<file path="config.mk">
export PLATFORM = sky130hd
export DESIGN_NAME = lcd_serial_port
export DESIGN_NICKNAME = d
export VERILOG_FILES = /design/src/rtl/lcd_sp_pkg.sv /design/src/rtl/lcd_sp_sync.sv /design/src/rtl/lcd_sp_rx.sv /design/src/rtl/lcd_sp_tx.sv /design/src/rtl/lcd_serial_port.sv
export SDC_FILE = /design/constraint.sdc
export NUM_CORES = 1
export LEC_CHECK = 0
export BUFFER_PORTS_ARGS = -buffer_cell sky130_fd_sc_hd__clkbuf_2
export CORE_ASPECT_RATIO = 0.7
export CORE_UTILIZATION = 39
export CTS_BUF_LIST = sky130_fd_sc_hd__clkbuf_2
export DETAILED_ROUTE_END_ITERATION = 6
export REMOVE_ABC_BUFFERS = 1
export SETUP_SLACK_MARGIN = 0.1
export SYNTH_ARGS = -nofsm -noshare
export SYNTH_HDL_FRONTEND = slang
export SYNTH_SLANG_ARGS = --single-unit
</file>
<file path="constraint.sdc">
create_clock -name clk_i -period 2.1 [get_ports clk_i]
set_input_delay 0.105 -clock clk_i [delete_from_list [all_inputs] [get_ports clk_i]]
set_output_delay 0.105 -clock clk_i [all_outputs]
set_load 0.005 [all_outputs]
</file>
<file path="src/rtl/lcd_sp_pkg.sv">
package lcd_sp_pkg;
  localparam int BYTE_W = 8;
  localparam int CNT_W  = $clog2(BYTE_W);

  typedef logic [BYTE_W-1:0] byte_t;

  // host pins in the order they are synchronised
  typedef struct packed {
    logic cs_n;
    logic sclk;
    logic sdi;
    logic dc;
  } host_pins_t;

  localparam int PINS_W = $bits(host_pins_t);
endpackage

</file>
<file path="src/rtl/lcd_sp_sync.sv">
module lcd_sp_sync #(
  parameter int            W       = 4,
  parameter logic [W-1:0]  RST_VAL = '0
) (
  input  logic         clk_i,
  input  logic         rst_ni,
  input  logic [W-1:0] d_i,
  output logic [W-1:0] q_o
);
  for (genvar g = 0; g < W; g++) begin : g_bit
    logic meta_q, stab_q;
    always_ff @(posedge clk_i or negedge rst_ni) begin
      if (!rst_ni) begin
        meta_q <= RST_VAL[g];
        stab_q <= RST_VAL[g];
      end else begin
        meta_q <= d_i[g];
        stab_q <= meta_q;
      end
    end
    assign q_o[g] = stab_q;
  end
endmodule

</file>
<file path="src/rtl/lcd_sp_rx.sv">
module lcd_sp_rx
  import lcd_sp_pkg::*;
#(
  parameter byte_t RD_OPCODE = 8'hD0
) (
  input  logic  clk_i,
  input  logic  rst_ni,
  input  logic  cs_act_i,
  input  logic  rise_i,
  input  logic  sdi_i,
  input  logic  dc_i,
  input  logic  rd_mode_i,
  output byte_t byte_o,
  output logic  valid_o,
  output logic  is_cmd_o,
  output logic  rd_start_o
);
  logic [CNT_W-1:0] cnt_q, cnt_d;
  byte_t            sh_q, sh_d, byte_q, byte_d;
  logic             valid_q, valid_d, cmd_q, cmd_d;
  byte_t            shifted;
  logic             take, last, done;

  assign shifted    = {sh_q[BYTE_W-2:0], sdi_i};
  assign take       = cs_act_i & ~rd_mode_i & rise_i;
  assign last       = (cnt_q == CNT_W'(BYTE_W - 1));
  assign done       = take & last;
  assign rd_start_o = done & ~dc_i & (shifted == RD_OPCODE);

  always_comb begin
    cnt_d   = cnt_q;
    sh_d    = sh_q;
    byte_d  = byte_q;
    cmd_d   = cmd_q;
    valid_d = done;
    if (!cs_act_i) begin
      cnt_d = '0;
      sh_d  = '0;
    end else if (take) begin
      cnt_d = last ? '0 : cnt_q + 1'b1;
      sh_d  = shifted;
    end
    if (done) begin
      byte_d = shifted;
      cmd_d  = ~dc_i;
    end
  end

  always_ff @(posedge clk_i or negedge rst_ni) begin
    if (!rst_ni) begin
      cnt_q   <= '0;
      sh_q    <= '0;
      byte_q  <= '0;
      valid_q <= 1'b0;
      cmd_q   <= 1'b0;
    end else begin
      cnt_q   <= cnt_d;
      sh_q    <= sh_d;
      byte_q  <= byte_d;
      valid_q <= valid_d;
      cmd_q   <= cmd_d;
    end
  end

  assign byte_o   = byte_q;
  assign valid_o  = valid_q;
  assign is_cmd_o = cmd_q;

  assert_strobe_single_R4: assert property (@(posedge clk_i) disable iff (!rst_ni)
    valid_q |=> !valid_q);
  assert_partial_cleared_R5: assert property (@(posedge clk_i) disable iff (!rst_ni)
    !cs_act_i |=> (cnt_q == '0));
  assert_idle_no_strobe_R6: assert property (@(posedge clk_i) disable iff (!rst_ni)
    !cs_act_i |=> !valid_q);
endmodule

</file>
<file path="src/rtl/lcd_sp_tx.sv">
module lcd_sp_tx
  import lcd_sp_pkg::*;
(
  input  logic  clk_i,
  input  logic  rst_ni,
  input  logic  cs_act_i,
  input  logic  rise_i,
  input  logic  fall_i,
  input  logic  rd_start_i,
  input  byte_t status_i,
  output logic  sdo_o,
  output logic  rd_mode_o
);
  logic             rd_q, rd_d, pend_q, pend_d;
  byte_t            tx_q, tx_d, stat_q, stat_d;
  logic [CNT_W-1:0] tcnt_q, tcnt_d;
  logic             shift;

  assign shift = rd_q & fall_i & pend_q;

  always_comb begin
    rd_d   = cs_act_i & (rd_q | rd_start_i);
    tx_d   = tx_q;
    stat_d = stat_q;
    tcnt_d = tcnt_q;
    pend_d = pend_q;
    if (!cs_act_i) begin
      tcnt_d = '0;
      pend_d = 1'b0;
    end else if (rd_start_i) begin
      tx_d   = status_i;
      stat_d = status_i;
      tcnt_d = '0;
      pend_d = 1'b0;
    end else if (rd_q) begin
      if (rise_i) begin
        pend_d = 1'b1;
      end else if (shift) begin
        pend_d = 1'b0;
        if (tcnt_q == CNT_W'(BYTE_W - 1)) begin
          tx_d   = stat_q;
          tcnt_d = '0;
        end else begin
          tx_d   = {tx_q[BYTE_W-2:0], 1'b0};
          tcnt_d = tcnt_q + 1'b1;
        end
      end
    end
  end

  always_ff @(posedge clk_i or negedge rst_ni) begin
    if (!rst_ni) begin
      rd_q   <= 1'b0;
      tx_q   <= '0;
      stat_q <= '0;
      tcnt_q <= '0;
      pend_q <= 1'b0;
    end else begin
      rd_q   <= rd_d;
      tx_q   <= tx_d;
      stat_q <= stat_d;
      tcnt_q <= tcnt_d;
      pend_q <= pend_d;
    end
  end

  assign sdo_o     = tx_q[BYTE_W-1] & rd_q;
  assign rd_mode_o = rd_q;

  assert_line_hold_R8: assert property (@(posedge clk_i) disable iff (!rst_ni)
    (rd_q && !fall_i) |=> $stable(tx_q));
  assert_release_ends_read_R11: assert property (@(posedge clk_i) disable iff (!rst_ni)
    !cs_act_i |=> !rd_q);
endmodule

</file>
<file path="src/rtl/lcd_serial_port.sv">
module lcd_serial_port
  import lcd_sp_pkg::*;
#(
  parameter byte_t RD_OPCODE = 8'hD0
) (
  input  logic       clk_i,
  input  logic       rst_ni,
  input  logic       cs_ni,
  input  logic       sclk_i,
  input  logic       sdi_i,
  input  logic       dc_i,
  input  logic [7:0] status_i,
  output logic [7:0] byte_o,
  output logic       byte_valid_o,
  output logic       byte_is_cmd_o,
  output logic       sdo_o,
  output logic       sdo_oe_o
);
  logic [1:0] rst_pipe_q;
  logic       rst_n;
  host_pins_t pins_raw, pins_s;
  logic       sclk_prev_q;
  logic       cs_act, rise, fall, rd_mode, rd_start;

  // reset asserted asynchronously, released on the clock
  always_ff @(posedge clk_i or negedge rst_ni) begin
    if (!rst_ni) rst_pipe_q <= '0;
    else         rst_pipe_q <= {rst_pipe_q[0], 1'b1};
  end
  assign rst_n = rst_pipe_q[1];

  assign pins_raw = '{cs_n: cs_ni, sclk: sclk_i, sdi: sdi_i, dc: dc_i};

  lcd_sp_sync #(.W(PINS_W), .RST_VAL(PINS_W'(4'b1000))) u_sync (
    .clk_i (clk_i),
    .rst_ni(rst_n),
    .d_i   (pins_raw),
    .q_o   (pins_s)
  );

  always_ff @(posedge clk_i or negedge rst_n) begin
    if (!rst_n) sclk_prev_q <= 1'b0;
    else        sclk_prev_q <= pins_s.sclk;
  end

  assign cs_act = ~pins_s.cs_n;
  assign rise   = pins_s.sclk & ~sclk_prev_q;
  assign fall   = ~pins_s.sclk & sclk_prev_q;

  lcd_sp_rx #(.RD_OPCODE(RD_OPCODE)) u_rx (
    .clk_i     (clk_i),
    .rst_ni    (rst_n),
    .cs_act_i  (cs_act),
    .rise_i    (rise),
    .sdi_i     (pins_s.sdi),
    .dc_i      (pins_s.dc),
    .rd_mode_i (rd_mode),
    .byte_o    (byte_o),
    .valid_o   (byte_valid_o),
    .is_cmd_o  (byte_is_cmd_o),
    .rd_start_o(rd_start)
  );

  lcd_sp_tx u_tx (
    .clk_i     (clk_i),
    .rst_ni    (rst_n),
    .cs_act_i  (cs_act),
    .rise_i    (rise),
    .fall_i    (fall),
    .rd_start_i(rd_start),
    .status_i  (status_i),
    .sdo_o     (sdo_o),
    .rd_mode_o (rd_mode)
  );

  assign sdo_oe_o = rd_mode;

  assert_read_quiet_R12: assert property (@(posedge clk_i) disable iff (!rst_n)
    (rd_mode && $past(rd_mode)) |-> !byte_valid_o);
  assert_enable_from_command_R8: assert property (@(posedge clk_i) disable iff (!rst_n)
    $rose(sdo_oe_o) |-> (byte_valid_o && byte_is_cmd_o && byte_o == RD_OPCODE));
endmodule

</file>
==> results.md, run 1 <==
- Global-route wire length before repair: a little over 6 mm
- Hold Vio Cnt, Final: 0
- Slowest stage cell on the critical path: dfrtp_1
- Die Area: 5886 µm²
- Placed cells: between 200 and 300
- Drt pass-1 iters: 4
- Crit path launch: u_tx.tcnt_q[0]$_DFFE_PN0P_
- FMAX: 528.0 MHz
- Die Span X: 91.28 µm
- Synthesized area: 2176 µm²
- Clock Root Buffer: clkbuf_2
- Synth cell types: 29
- Number of antenna diodes: 0
- Leakage: 1.327 nW
- DR iter-0 viols: 75
- Worst path max stage delay: between 0.4 and 0.5 ns
- Tightest Hold Check Type: flop to async pin
- Post-Synth Adder-Cell Area: 0.02300
- Crit-path max FO: 9
- RSZ-0062 raised after global routing: false
- Initial antenna violation count: 0
- Via density: 4.779
- Post-synthesis sequential area ratio: 0.5992
- CP delay by family, top: multiplexers
- Core Footprint: about 5300 µm²
- DR vias: 1338
- Drt wl/cell: 12.55 µm
- I/O Buffers: 25
- Max Cap Viol: 0
- GRT Total Usage: 0.1359
- # IOs: 26
- Worst path cell trace: ha_1 -> ha_2 -> mux2_2 -> mux2_2 -> mux2_1
- Critical path class: flop to flop
- Compound-gate portion of the synthesized area: 0.04140
- Antenna viol nets, final: 0
- Power density over the cells: 575.1 nW/µm²
- Largest net degree at the start of global routing: 21
- Post-DP HPWL: 2.557 mm
- # fillers: 473
- Reg-to-Reg Start: u_tx.tcnt_q[0]$_DFFE_PN0P_
- Die Y: between 60 and 70 µm
- Worst path required time: ~2.4 ns
- CTS buffer count: 5
- # setup viols final: 0
- Crit path time final: ~1.9 ns
- Setup Slack @ Placement: 0.1134 ns
- Reg clk slew, reported paths: 0.26 ns
- Startpoint types: flop
- DP Area: 2380 µm²
- Post-synthesis mux area share: 0.2059
- Largest family of logic cells by synthesized area: multiplexers
- Htree depth: 2
- Worst VDD drop: roughly 330 µV
- Min Hold Slack: ~0.16 ns
- Setup ws final: 0.2060 ns
- Max Clock Skew: 0.03277 ns
- Post-synthesis xor/xnor area fraction: 0
- Slew Limit Fails: 0
- Layout area overhead: 18.92%
- Drt total wl: 3.514 mm
- DRC violations left: 0
- Gr ovfl total: 0
- Fin nets: 225
- Simple-Gate Fraction of Synth Area: 0.1024
- Final Cell Area: 2587 µm²
- Final Non-Filler Cells: 280
- Gpl congestion: about 0.75
- Row cnt: 22
- CP Capture Type: flop
- CTS sink cnt: 52
- Data arrival, critical path: 2.21 ns
- Cells after synthesis: approximately 160
- Fraction of layout cells with a size suffix above 1: 0.3606
- Vias in the first global route: 1331
- Clock Tree Buf Depth: 2
- Skew-Pair Late Insertion Delay: 0.43 ns
- YS warnings: 0
- Starting Density: 0.4096
- CP dominant cell by count: mux2_2
- CTS tree: yes
- Fraction of the cycle the final worst path needs: 0.9019
- Synthesized area per cell: 13.35 µm²
- Buf+Inv Stages, Crit Path: 0
- Setup TNS: 0 ns
- Status: complete, no violations
- Register bit count reported by yosys: 52
layout by cell type (no fill, tap or decap), drive strengths merged, types with 2 or more instances in the layout:
| cell type | netlist | layout |
|---|---|---|
| dfrtp | 50 | 50 |
| mux2 | 38 | 38 |
| clkbuf | 4 | 32 |
| nand2 | 22 | 22 |
| dlygate4sd3 | 0 | 14 |
| o21ai | 12 | 12 |
| nor3 | 6 | 6 |
| buf | 4 | 6 |
| ha | 4 | 4 |
| nor2 | 4 | 4 |
| a21oi | 3 | 3 |
| inv | 2 | 2 |
| mux2i | 2 | 2 |
| dfstp | 2 | 2 |
| nor4b | 2 | 2 |
metrics by stage:
step | power, mW | utilization
3_3_place_gp | 1.100 | 0.4480
2_1_floorplan | 1.073 | -
3_5_place_dp | 1.105 | 0.4480
6_report | 1.488 | 0.4870
5_1_grt | 1.562 | 0.4870
4_1_cts | 1.514 | 0.4823
logic make-up after synthesis:
family | count (synthesis)
flip-flops | 52
multiplexers | 40
AND/OR/NAND/NOR | 39
AO/OA/AOI/OAI | 17
buffers and inverters | 10
adder cells (fa/ha/maj) | 4
other | 1
cells in the mapped netlist, drive strengths merged:
cell type,number,share of area
and2,1,0.0029
nand2,22,0.039
ha,4,0.023
nand3b,1,0.0035
buf,4,0.016
nand4,1,0.0029
o31ai,1,0.0035
nand2b,1,0.0029
a21oi,3,0.0069
nor2,4,0.012
nor3,6,0.014
a21o,1,0.0035
mux2i,2,0.0092
clkbuf,4,0.0069
nand4b,1,0.011
nor4b,2,0.015
o21ai,12,0.028
inv,2,0.0035
conb,1,0.0017
mux2,38,0.20
dfrtp,50,0.58
dfstp,2,0.024
worst register-to-register path: cells and delay by family, from the launching register on:
kind / cells / cell delay [ns]
multiplexers: 3 / 0.90
adder cells (fa/ha/maj): 2 / 0.49
flip-flops: 1 / 0.42
final timing paths:
| path | end | slack [ns] | cells after the start |
|---|---|---|---|
| worst max-delay path | u_tx.tx_q[1]$_DFFE_PN0P_ | 0.21 | 5 |
| worst min-delay path | u_rx.valid_o$_DFF_PN0_ | 0.16 | 0 |
| worst max register to register | u_tx.tx_q[1]$_DFFE_PN0P_ | 0.21 | 5 |
| worst min register to register | u_rx.valid_o$_DFF_PN0_ | 0.16 | 0 |
| max in group asynchronous | u_sync.g_bit[3].meta_q$_DFF_PN1_ | 1.29 | 1 |
| min in group clk_i | u_sync.g_bit[3].meta_q$_DFF_PN1_ | 0.30 | 2 |
registers in the layout, indices dropped and copies added (netlist names):
name	flops
u_tx.tcnt_q	3
u_sync.g_bit.meta_q	4
u_rx.cnt_q	3
u_tx.stat_q	8
u_sync.g_bit.stab_q	4
u_rx.byte_o	8
u_rx.valid_o	1
rst_pipe_q	2
u_tx.tx_q	8
u_tx.rd_mode_o	1
u_tx.pend_q	1
sclk_prev_q	1
u_rx.sh_q	7
u_rx.is_cmd_o	1
metal layers:
metal | track usage | vias up | part of all wire
met5 | 0 | - | 0
met4 | 0.05357 | 0 | 0.018
met3 | 0.02817 | 8 | 0.033
met2 | 0.2159 | 26 | 0.46
met1 | 0.1847 | 650 | 0.49
li1 | - | 654 | -
power by group:
group	switching, mW	internal, mW
sequential	0.0193	1.02
combinational	0.0312	0.0354
clock	0.292	0.0908
total	0.342	1.15
cell type report:
cell class              count  area [µm²]  share of cell area
clock buffers               7       35.03             0.01354
multi-input cells         101       822.0              0.3177
inverters                   2       7.507            0.002901
well taps                  72       90.09             0.03482
clock inverters             1       5.005            0.001934
repair buffers             45       322.8              0.1248
flip-flops and latches     52        1305              0.5044
timing repair:
item,in CTS,in global routing
pin swaps,0,1
gates resized for setup,1,1
setup buffers,0,1
setup endpoints to repair,3,16
hold endpoints to repair,22,0
hold buffers,14,0
Power figures use the tool's default switching activity.
==> run 2: changes to the inputs <==
--- a/config.mk
+++ b/config.mk
@@ -10,8 +10,9 @@
 export CORE_UTILIZATION = 39
 export CTS_BUF_LIST = sky130_fd_sc_hd__clkbuf_2
 export DETAILED_ROUTE_END_ITERATION = 6
+export PLACE_DENSITY = 0.68
 export REMOVE_ABC_BUFFERS = 1
-export SETUP_SLACK_MARGIN = 0.1
+export SETUP_SLACK_MARGIN = 0.4
 export SYNTH_ARGS = -nofsm -noshare
 export SYNTH_HDL_FRONTEND = slang
 export SYNTH_SLANG_ARGS = --single-unit
==> run 2 against run 1 <==
Final cell count increased by 2.5%. Sequential power about the same. Via count increased by 0.60%. Power increased by 8.4%. Critical path type unchanged. Largest power group unchanged.
==> results.md, run 2 (synthesis results as in run 1) <==
- Sequential power share: 0.644 (-0.054)
- Worst r2r path cells: 5 (unchanged)
- CTS sink cnt: 52 (unchanged)
- Placed cells: 256 (-0.39%)
- Reg clk slew, reported paths: 0.24 ns (-0.02 ns)
- Fin nets: 232 (+3.1%)
- Data arrival, critical path: 2.16 ns (-0.05 ns)
- DR iter-0 viols: 58 (-23%)
- Fraction of layout cells with a size suffix above 1: 0.4186 (+0.05803)
- Layout area overhead: 26.57%
- Post-DP HPWL: 2.345 mm (-8.3%)
- Sw frac: 0.2160 (-0.01391)
- Crit path time final: 1.835 ns (-0.05924 ns)
- Final Non-Filler Cells: 287 (+2.5%)
- FMAX: 545.0 MHz (+3.2%)
- Fraction of the cycle the final worst path needs: 0.8737 (-0.02821)
- Startpoint types: flop
- Vias in the first global route: 1332 (+0.075%)
- Worst path required time: 2.43 ns (about the same)
- Starting Density: 0.4096 (unchanged)
- RSZ-0062 raised after global routing: true
- Slowest stage cell on the critical path: dfrtp_1
- Max Clock Skew: 0.008788 ns (-0.02399 ns)
- CTS tree: yes
- Max Cap Viol: 0 (unchanged)
- Initial antenna violation count: 0 (unchanged)
- Gr ovfl total: 0 (unchanged)
- Setup ws final: 0.2652 ns (+0.05924 ns)
- Power Internal: 1.264 mW (+10%)
- CP dominant cell by count: mux2_2
- Clock Root Buffer: clkbuf_2
- Worst path cell trace: ha_1 -> ha_4 -> mux2_2 -> mux2_2 -> mux2_1
- DP Area: 2397 µm² (+0.74%)
- Worst VDD drop: 261.2 µV (-21%)
- Die Y: 64.49 µm (unchanged)
- Reg-to-Reg Start: u_tx.tcnt_q[1]$_DFFE_PN0P_
- DR vias: 1346 (+0.60%)
- Via density: 4.690 (-1.9%)
- Worst path max stage delay: 0.42 ns (about the same)
- Status: complete, no violations
- Most frequent cells in the layout: 48 x dfrtp_1, 31 x clkbuf_2, 27 x mux2_2, 21 x nand2_1, 14 x dlygate4sd3_1
- Worst R2R End: u_tx.tx_q[1]$_DFFE_PN0P_
- Htree depth: 2 (unchanged)
- Most common cell after layout, fill and taps aside: dfrtp_1
- Die Area: 5886 µm² (unchanged)
- Leakage: 1.388 nW (+4.6%)
- Clock power frac: 0.311 (+0.054)
- Power density over the cells: 585.6 nW/µm² (+1.8%)
- Tightest Pin Transition: ~0.54 ns
- Die Span X: 91.28 µm (unchanged)
- Final Util: 0.5184 (+0.03132)
- Global-route wire length before repair: 6.251 mm (+1.0%)
- Gpl congestion: 0.6877 (-8.6%)
- Worst reg-to-reg setup slack: 0.27 ns (+0.06 ns)
- Number of antenna diodes: 0 (unchanged)
- I/O Buffers: 25 (unchanged)
- Drt pass-1 iters: 4 (unchanged)
- Largest net degree at the start of global routing: 27 (+29%)
- Comb power frac: 0.045 (about the same)
- Skew-Pair Late Insertion Delay: 0.41 ns (-0.02 ns)
- Slew Limit Fails: 0 (unchanged)
- Row cnt: 22 (unchanged)
- Antenna viol nets, final: 0 (unchanged)
- CTS buffer count: 5 (unchanged)
- Hold Vio Cnt, Final: 0 (unchanged)
- # fillers: 454 (-4.0%)
- GRT Total Usage: 0.1355 (-0.0004520)
- Tightest Hold Check Type: flop to async pin
- Psw: 0.3484 mW (+1.8%)
- Critical path class: flop to flop
- DRC violations left: 0 (unchanged)
- Core Footprint: 5313 µm² (unchanged)
- Clock Tree Buf Depth: 2 (unchanged)
- Drt wl/cell: 12.95 µm (+3.2%)
- Setup Slack @ Placement: 0.1101 ns (-0.003324 ns)
- Drt total wl: 3.716 mm (+5.7%)
- Crit-path max FO: 9 (unchanged)
- CP Capture Type: flop
- # IOs: 26 (unchanged)
- Power consumption: 1.613 mW (+8.4%)
- Worst relative slew slack: 0.6371
- Final Cell Area: 2754 µm² (+6.4%)
- # setup viols final: 0 (unchanged)
run 2: metal layers:
| layer | up-vias | GRT usage | part of all wire |
|---|---|---|---|
| li1 | 663 | - | - |
| met1 | 658 | 0.1957 | 0.53 |
| met2 | 21 | 0.2036 | 0.43 |
| met3 | 4 | 0.03169 | 0.024 |
| met4 | 0 | 0.04167 | 0.0097 |
| met5 | - | 0 | 0 |
run 2: power by group through the flow:
stage	clock (mW)	combinational, mW	sequential [mW]
6_report	0.501	0.0723	1.04
5_1_grt	0.562	0.0823	1.05
4_1_cts	0.523	0.0689	1.04
3_5_place_dp	0	0.0467	1.06
3_3_place_gp	0	0.0451	1.06
2_1_floorplan	0	0.0137	1.06
run 2: how the worst max path moves through the flow:
stage                                       endpoint                       start
after floorplan           u_tx.stat_q[0]$_DFFE_PN0P_    u_tx.rd_mode_o$_DFF_PN0_
final                       u_tx.tx_q[1]$_DFFE_PN0P_  u_tx.tcnt_q[1]$_DFFE_PN0P_
after detailed placement    u_tx.tx_q[5]$_DFFE_PN0P_  u_tx.tcnt_q[0]$_DFFE_PN0P_
after global routing        u_tx.tx_q[1]$_DFFE_PN0P_  u_tx.tcnt_q[0]$_DFFE_PN0P_
after CTS                   u_tx.tx_q[5]$_DFFE_PN0P_  u_tx.tcnt_q[0]$_DFFE_PN0P_
after global placement      u_tx.tx_q[1]$_DFFE_PN0P_  u_tx.tcnt_q[0]$_DFFE_PN0P_
run 2: critical path, delay by kind of cell, from the launching register on:
family                   cells  cell delay (ns)
adder cells (fa/ha/maj)      2             0.43
flip-flops                   1             0.42
multiplexers                 3             0.89
run 2: timing repair:
item                       in CTS  in global routing
gates resized for setup         4                  7
hold buffers                   14                  0
hold endpoints to repair       22                  0
setup buffers                   2                  5
gates cloned                    0                  2
setup endpoints to repair      16                 16
pin swaps                       0                  4
run 2: cell type report:
class | instances | area (µm²) | share of cell area
Timing Repair Buffer | 52 | 422.9 | 0.1536
Inverter | 2 | 7.507 | 0.002726
Sequential cell | 52 | 1306 | 0.4743
Multi-Input combinational cell | 101 | 862.1 | 0.3130
Clock buffer | 6 | 30.03 | 0.01090
Tap cell | 72 | 90.09 | 0.03271
Clock inverter | 2 | 35.03 | 0.01272
run 2: through the flow:
stage | setup TNS, ns | hold slack, ns
floorplan | -3.745 | -0.1906
global placement | 0 | -0.1060
detailed placement | 0 | -0.1073
CTS | 0 | 0.2543
global route | 0 | 0.2316
finish | 0 | 0.2662
